--- src/rtl/i2c_sl_pkg.sv ---
package i2c_sl_pkg;
    localparam int STAT_W   = 32;
    localparam int B_TXCOMP = 0;
    localparam int B_RXRDY  = 1;
    localparam int B_TXRDY  = 2;
    localparam int B_OVR    = 6;
    localparam int B_UNR    = 7;
    localparam int B_NACK   = 8;
    localparam int B_LOCK   = 23;

    function automatic logic [STAT_W-1:0] valid_bits();
        logic [STAT_W-1:0] v;
        v = '0;
        v[B_TXCOMP] = 1'b1;
        v[B_RXRDY]  = 1'b1;
        v[B_TXRDY]  = 1'b1;
        v[B_OVR]    = 1'b1;
        v[B_UNR]    = 1'b1;
        v[B_NACK]   = 1'b1;
        v[B_LOCK]   = 1'b1;
        return v;
    endfunction
endpackage

--- src/rtl/i2c_sl_hold.sv ---
module i2c_sl_hold (
    input  logic clk,
    input  logic rst_n,
    input  logic thr_wr,
    input  logic thr_clr,
    input  logic rhr_rd,
    input  logic rhr_clr,
    input  logic lock_clr,
    input  logic start_rd,
    input  logic tx_load,
    input  logic rx_byte,
    input  logic ev_nack,
    input  logic ev_stop,
    input  logic shifter_idle,
    output logic thr_full,
    output logic rx_rdy,
    output logic locked,
    output logic tx_done,
    output logic unr_ev,
    output logic ovr_ev
);
    typedef struct packed {
        logic thr_full;
        logic rx_rdy;
        logic lock;
        logic ended;
    } hold_t;

    hold_t st_d, st_q;
    logic  load_ok_d;
    logic  rx_take_d;

    always_comb begin
        st_d      = st_q;
        load_ok_d = tx_load && !st_q.lock;
        rx_take_d = rhr_rd || rhr_clr;

        if (thr_clr)
            st_d.thr_full = 1'b0;
        else if (thr_wr)
            st_d.thr_full = 1'b1;
        else if (load_ok_d)
            st_d.thr_full = 1'b0;

        if (rx_byte)
            st_d.rx_rdy = 1'b1;
        else if (rx_take_d)
            st_d.rx_rdy = 1'b0;

        if (ev_nack)
            st_d.lock = 1'b1;
        else if (lock_clr)
            st_d.lock = 1'b0;

        if (thr_wr || start_rd)
            st_d.ended = 1'b0;
        else if (ev_stop || ev_nack)
            st_d.ended = 1'b1;
    end

    always_ff @(posedge clk or negedge rst_n) begin
        if (!rst_n)
            st_q <= '{thr_full: 1'b0, rx_rdy: 1'b0, lock: 1'b0, ended: 1'b1};
        else
            st_q <= st_d;
    end

    assign thr_full = st_q.thr_full;
    assign rx_rdy   = st_q.rx_rdy;
    assign locked   = st_q.lock;
    assign tx_done  = !st_q.thr_full && shifter_idle && st_q.ended;
    assign unr_ev   = load_ok_d && !st_q.thr_full;
    assign ovr_ev   = rx_byte && st_q.rx_rdy && !rx_take_d;
endmodule

--- src/rtl/i2c_sl_flags.sv ---
module i2c_sl_flags (
    input  logic clk,
    input  logic rst_n,
    input  logic sr_rd,
    input  logic nack_ev,
    input  logic ovr_ev,
    input  logic unr_ev,
    output logic nack,
    output logic ovr,
    output logic unr
);
    typedef struct packed {
        logic nack;
        logic ovr;
        logic unr;
    } flag_t;

    flag_t st_d, st_q;

    always_comb begin
        st_d.nack = nack_ev || (st_q.nack && !sr_rd);
        st_d.ovr  = ovr_ev  || (st_q.ovr  && !sr_rd);
        st_d.unr  = unr_ev  || (st_q.unr  && !sr_rd);
    end

    always_ff @(posedge clk or negedge rst_n) begin
        if (!rst_n)
            st_q <= '0;
        else
            st_q <= st_d;
    end

    assign nack = st_q.nack;
    assign ovr  = st_q.ovr;
    assign unr  = st_q.unr;
endmodule

--- src/rtl/i2c_sl_irq.sv ---
module i2c_sl_irq
    import i2c_sl_pkg::*;
(
    input  logic              clk,
    input  logic              rst_n,
    input  logic              ier_wr,
    input  logic              idr_wr,
    input  logic [STAT_W-1:0] mask_wdata,
    input  logic [STAT_W-1:0] status,
    output logic              irq
);
    localparam logic [STAT_W-1:0] VALID = valid_bits();

    typedef struct packed {
        logic [STAT_W-1:0] mask;
    } irq_t;

    irq_t              st_d, st_q;
    logic [STAT_W-1:0] set_d, clr_d;

    always_comb begin
        set_d       = ier_wr ? (mask_wdata & VALID) : '0;
        clr_d       = idr_wr ? mask_wdata : '0;
        st_d.mask   = (st_q.mask | set_d) & ~clr_d;
    end

    always_ff @(posedge clk or negedge rst_n) begin
        if (!rst_n)
            st_q <= '0;
        else
            st_q <= st_d;
    end

    assign irq = |(status & st_q.mask);
endmodule

--- src/rtl/i2c_status_lock.sv ---
module i2c_status_lock
    import i2c_sl_pkg::*;
(
    input  logic              clk,
    input  logic              rst_n,
    input  logic              thr_wr,
    input  logic              thr_clr,
    input  logic              rhr_rd,
    input  logic              rhr_clr,
    input  logic              lock_clr,
    input  logic              start_rd,
    input  logic              sr_rd,
    input  logic              ier_wr,
    input  logic              idr_wr,
    input  logic [STAT_W-1:0] mask_wdata,
    input  logic              tx_load,
    input  logic              rx_byte,
    input  logic              ev_nack,
    input  logic              ev_stop,
    input  logic              shifter_idle,
    output logic [STAT_W-1:0] status,
    output logic              irq,
    output logic              dma_tx_req
);
    logic thr_full, rx_rdy, locked, tx_done, unr_ev, ovr_ev;
    logic nack_f, ovr_f, unr_f;

    i2c_sl_hold u_hold (
        .clk          (clk),
        .rst_n        (rst_n),
        .thr_wr       (thr_wr),
        .thr_clr      (thr_clr),
        .rhr_rd       (rhr_rd),
        .rhr_clr      (rhr_clr),
        .lock_clr     (lock_clr),
        .start_rd     (start_rd),
        .tx_load      (tx_load),
        .rx_byte      (rx_byte),
        .ev_nack      (ev_nack),
        .ev_stop      (ev_stop),
        .shifter_idle (shifter_idle),
        .thr_full     (thr_full),
        .rx_rdy       (rx_rdy),
        .locked       (locked),
        .tx_done      (tx_done),
        .unr_ev       (unr_ev),
        .ovr_ev       (ovr_ev)
    );

    i2c_sl_flags u_flags (
        .clk     (clk),
        .rst_n   (rst_n),
        .sr_rd   (sr_rd),
        .nack_ev (ev_nack),
        .ovr_ev  (ovr_ev),
        .unr_ev  (unr_ev),
        .nack    (nack_f),
        .ovr     (ovr_f),
        .unr     (unr_f)
    );

    always_comb begin
        status           = '0;
        status[B_TXCOMP] = tx_done;
        status[B_RXRDY]  = rx_rdy;
        status[B_TXRDY]  = !thr_full;
        status[B_OVR]    = ovr_f;
        status[B_UNR]    = unr_f;
        status[B_NACK]   = nack_f;
        status[B_LOCK]   = locked;
    end

    i2c_sl_irq u_irq (
        .clk        (clk),
        .rst_n      (rst_n),
        .ier_wr     (ier_wr),
        .idr_wr     (idr_wr),
        .mask_wdata (mask_wdata),
        .status     (status),
        .irq        (irq)
    );

    assign dma_tx_req = !thr_full && !locked;
endmodule

--- config.mk ---
export PLATFORM = sky130hd
export DESIGN_NAME = i2c_status_lock
export DESIGN_NICKNAME = d
export VERILOG_FILES = /design/src/rtl/i2c_sl_pkg.sv /design/src/rtl/i2c_sl_hold.sv /design/src/rtl/i2c_sl_flags.sv /design/src/rtl/i2c_sl_irq.sv /design/src/rtl/i2c_status_lock.sv
export SDC_FILE = /design/constraint.sdc
export NUM_CORES = 1
export LEC_CHECK = 0
export BUFFER_PORTS_ARGS = -buffer_cell sky130_fd_sc_hd__buf_2
export CAP_MARGIN = 10
export CORE_AREA = 5 5 54 56
export CTS_CLUSTER_SIZE = 28
export DETAILED_ROUTE_END_ITERATION = 8
export DIE_AREA = 0 0 59 61
export GPL_TIMING_DRIVEN = 0
export PLACE_DENSITY = 0.77
export SKIP_CTS_REPAIR_TIMING = 1
export SLEW_MARGIN = 20
export SYNTH_ARGS = -nofsm -noshare
export SYNTH_HDL_FRONTEND = slang
export SYNTH_SLANG_ARGS = --single-unit
--- constraint.sdc ---
create_clock -name clk -period 2.1 [get_ports clk]
set_input_delay 0 -clock clk [delete_from_list [all_inputs] [get_ports clk]]
set_output_delay 0 -clock clk [all_outputs]
set_load 0.005 [all_outputs]
# == Word level (Yosys, flattened, before mapping) ==
# Cells that the tools add are included.
# op_classes
shift,0
n_bitwise,4
n_reduce_logical,25
n_div,0
n_mul,0
eq_ne,0
mux,11
addsub,0
magnitude_cmp,0
# op_table
op,count
24-bit by 32-bit bitwise AND with 32-bit output,1
32-bit bitwise AND,1
32-bit two-way mux,1
32-bit inverter,1
32-bit bitwise OR,1
32-bit OR reduction,1
24-bit two-way mux,1
1-bit logical AND,10
1-bit two-way mux,9
1-bit logical OR,6
2-bit nonzero test,3
1-bit logical NOT,4
3-bit nonzero test,1
# word_totals
latch_bits,0
mem_count,0
reg_bits,39
mem_bits_ro,0
ramBits,0
in_bits,48

# == Logic depth before layout (Yosys ltp) ==
# depth
ltp_word,5
mapped_depth,3
ltp_nobuf,3

# == Cells and area by module ==
# From an unflattened synthesis, not the netlist that was laid out.
# hier_totals
hier_cells,154
area_unflattened_um2,1780.5
# by_module_without_submodules
mod,cells_per_inst,area_each_um2,instances,seq_area_each_um2
i2c_sl_irq,95,1232.4,1,800.8
i2c_status_lock,34,244.0,1,0.0
i2c_sl_hold,18,202.7,1,101.3
i2c_sl_flags,7,101.3,1,75.1

# == Worst setup path after synthesis ==
# OpenSTA, ideal clock, no wires.
# synth_timing
kind,register -> register
from,register u_hold.rx_rdy (netlist name)
to,register u_hold.st_q (netlist bit u_hold.rx_rdy)
setup_ps,127
arrival_ps,754
synth_period_minus_slack_ps,881
path_stages_with_launch,3
slack_ps,1219
cell_sequence,dfrtp_1 nor3b_1 or2_2
# synth_rtl
item,line,source
to (signal assigned),i2c_sl_hold.sv:63,"st_q <= '{thr_full: 1'b0, rx_rdy: 1'b0, lock: 1'b0, ended: 1'b1};"
to (signal assigned),i2c_sl_hold.sv:65,st_q <= st_d;
to (decl),i2c_sl_hold.sv:29,"hold_t st_d, st_q;"

# == Worst setup path after layout ==
# layout_timing
from,register u_hold.st_q (netlist bit u_hold.locked)
to,register u_hold.st_q (netlist bit u_hold.thr_full)
# layout_via
elab_chain_cells,3
# layout_rtl
item,line,source
1-bit logical NOT,i2c_sl_hold.sv:35,load_ok_d = tx_load && !st_q.lock;
1-bit logical AND,i2c_sl_hold.sv:35,
3-bit nonzero test (no source line),-,
# No other way between the ends.
# A chain may end at the register's enable or synchronous reset.

==> flow_summary.ini <==
[run_status]
status = finished clean

[layout]
final_util = 0.550
nets = 209
diodes = 0
syn2layout_area_growth_pct = 67.5
design_area_mm2 = 0.00131
drive_above_1_share = 0.425

[grt]
grt-ovfl-total = 0
use_met1 = 0.114
first_global_vias = 625
grtUsageTotal = 0.100
antenna_found_initial = 0
met3_usage = 0.0362
grt_max_degree = 15
grt_use_met2 = 0.177
grt_pass1_wl_mm = 2.68
gr-max-usage-layer = met2

[logic_synthesis]
synth-xor-area-share = 0
synth_top_family_by_area = buffers and inverters
synth_area_um2 = 785
yosys_warnings = 0
ys_ff_latch = 14
syn_avg_cell_area_um2 = 9.81
synthAdderAreaFrac = 0
synth_simple_gate_area_frac = 0.0638
syn_inst = 80
ys_seq_area_frac = 0.448
synth_compound_area_frac = 0.172
ys_types = 17
synthMuxAreaShare = 0

[floorplanning]
placementRows = 18
dieArea_mm2 = 0.00360
initial_core_util = 0.329
core_mm2 = 0.00239
die_w_um = 59
fp.dieH_um = 61
io_pins = 82

[setup_path]
cp_cell_sequence = nand2b_1 > a21oi_1 > nor2_1 > dlygate4sd3_1
path_max_fanout = 5
end_kind = register
critPathMaxStageDelay_ns = 0.54
cp.required_ns = 2.26
crit_path_top_delay_cell = dlygate4sd3_1
startpoint_type = register
arrival_ns = 1.58
criticalPathCategory = reg2reg

[drt]
via_per_inst = 3.88
post_drt_wl_per_cell_um = 10.5
via_count = 738
dr.pass1.iters = 7
wl_mm = 2.00
drc = 0
drt_iter0_drc = 26
antenna_left = 0

[sta]
setup_viol = 0
slew_violations = 0
finClkSkew_ns = 0.000362
setup_ws_ns = 0.676
grt_setup_unrepaired = no
fmax_mhz = 702
finalSetupTns_ns = 0
hold_viol = 0
fin_crit_sh = 0.678
fin_worst_hold_slack_ns = 0.00128
period_needed_ns = 1.42

[clocking]
clock-root-buffer = clkbuf_4
clk_pin_slew_ns = 0.08
htreeDepth = 1
cts.sinks = 14
cts_tree = yes
insertion_delay_ns = 0.27
clk_path_buf_depth = 2
cts_made_buffers = 3

[placed_design]
hpwl_mm = 1.56
gp_congestion = 0.742
dpl_cell_area_mm2 = 0.00107
portBuffers = 31
place_ws_ns = 1.07

[power]
p_leak_nw = 0.736
powerDensity_mw_per_mm2 = 520
irDropWorstVdd_uv = 359

[job]
cap_violations = 0

[hold_path]
hold_class = in2reg
==> cell usage in the layout, fill, tap and decap left out, drive strengths merged <==
master / Yosys / final
nand2: 1 / 1
clkbuf: 0 / 4
buf: 31 / 62
a221oi: 1 / 1
dfrtp: 13 / 13
and3b: 1 / 1
nor3: 2 / 2
or2: 1 / 1
conb: 1 / 25
a21o: 2 / 2
nor2: 2 / 2
a21oi: 15 / 15
nor3b: 1 / 1
a22o: 3 / 3
nand2b: 1 / 1
a222oi: 1 / 1
inv: 3 / 3
dfstp: 1 / 1
dlygate4sd3: 0 / 21
==> power breakdown <==
part | leakage, nW | switching, W | internal, W
Combinational | 0.548 | 0.0000672 | 0.000117
Clock | 0.0210 | 0.0000814 | 0.000105
Sequential | 0.167 | 0.0000181 | 0.000295
==> path summary, 6_finish.rpt <==
path / start / endpoint / slack [ns] / depth (start not counted)
min in group asynchronous: rst_n / u_irq.st_q[7] / 0.15 / 2
worst max-delay path: u_hold.locked / u_hold.thr_full / 0.68 / 4
worst max register to register: u_hold.locked / u_hold.thr_full / 0.68 / 4
worst min-delay path: idr_wr / u_irq.st_q[8] / 0.001 / 2
worst min register to register: u_flags.nack / u_flags.nack / 0.53 / 1
max in group asynchronous: rst_n / u_hold.st_q[0] / 1.67 / 2
==> per-stage QoR <==
stage                     std cells  power [W]
final                           190   0.000684
after global placement          165   0.000454
after global routing            190   0.000732
after CTS                       169   0.000649
after detailed placement        165   0.000460
after floorplan                 104   0.000403
==> synth_stat cells <==
| master | n | area (um2) |
|---|---|---|
| dfrtp_1 | 13 | 325 |
| conb_1 | 1 | 3.75 |
| inv_1 | 3 | 11.3 |
| dfstp_2 | 1 | 26.3 |
| nor3b_1 | 1 | 7.51 |
| a221oi_1 | 1 | 8.76 |
| nor2_1 | 2 | 7.51 |
| a21o_1 | 2 | 15.0 |
| a21oi_1 | 15 | 75.1 |
| and3b_1 | 1 | 8.76 |
| buf_4 | 31 | 233 |
| nand2_1 | 1 | 3.75 |
| or2_2 | 1 | 6.26 |
| nor3_1 | 2 | 10.0 |
| a222oi_1 | 1 | 10.0 |
| nand2b_1 | 1 | 6.26 |
| a22o_1 | 3 | 26.3 |
==> flip-flops by register name, indices dropped and copies added (netlist names) <==
register,flops
u_flags.nack,1
u_flags.ovr,1
u_flags.unr,1
u_hold.locked,1
u_hold.rx_rdy,1
u_hold.st_q,1
u_hold.thr_full,1
u_irq.st_q,7
==> critical path: cells and delay by family, from the launching register on <==
| family | cells | cell delay (ns) |
|---|---|---|
| AND/OR/NAND/NOR | 2 | 0.21 |
| flip-flops | 1 | 0.42 |
| AO/OA/AOI/OAI | 1 | 0.14 |
| buffers and inverters | 1 | 0.54 |
==> kinds of logic (layout without fill, tap and decap cells) <==
family	after synthesis	in the layout
buffers and inverters	34	90
AOI/OAI and AO/OA	22	22
DFF	14	14
and+or+nand+nor	9	9
other	1	25
==> per-layer routing <==
| layer | routed length [um] | share of wire | vias up |
|---|---|---|---|
| li1 | - | - | 375 |
| met1 | 791 | 0.40 | 322 |
| met2 | 969 | 0.49 | 41 |
| met3 | 234 | 0.12 | 0 |
| met4 | 0 | 0 | 0 |
| met5 | 0 | 0 | - |
==> cell type report <==
class	count	area, um2
Multi-Input combinational cell	56	279
Fill cell	230	1070
Tap cell	30	37.5
Buffer	31	233
Sequential cell	14	352
Inverter	3	11.3
Timing Repair Buffer	52	365
Clock buffer	4	36.3
(Power assumes the default switching activity.)
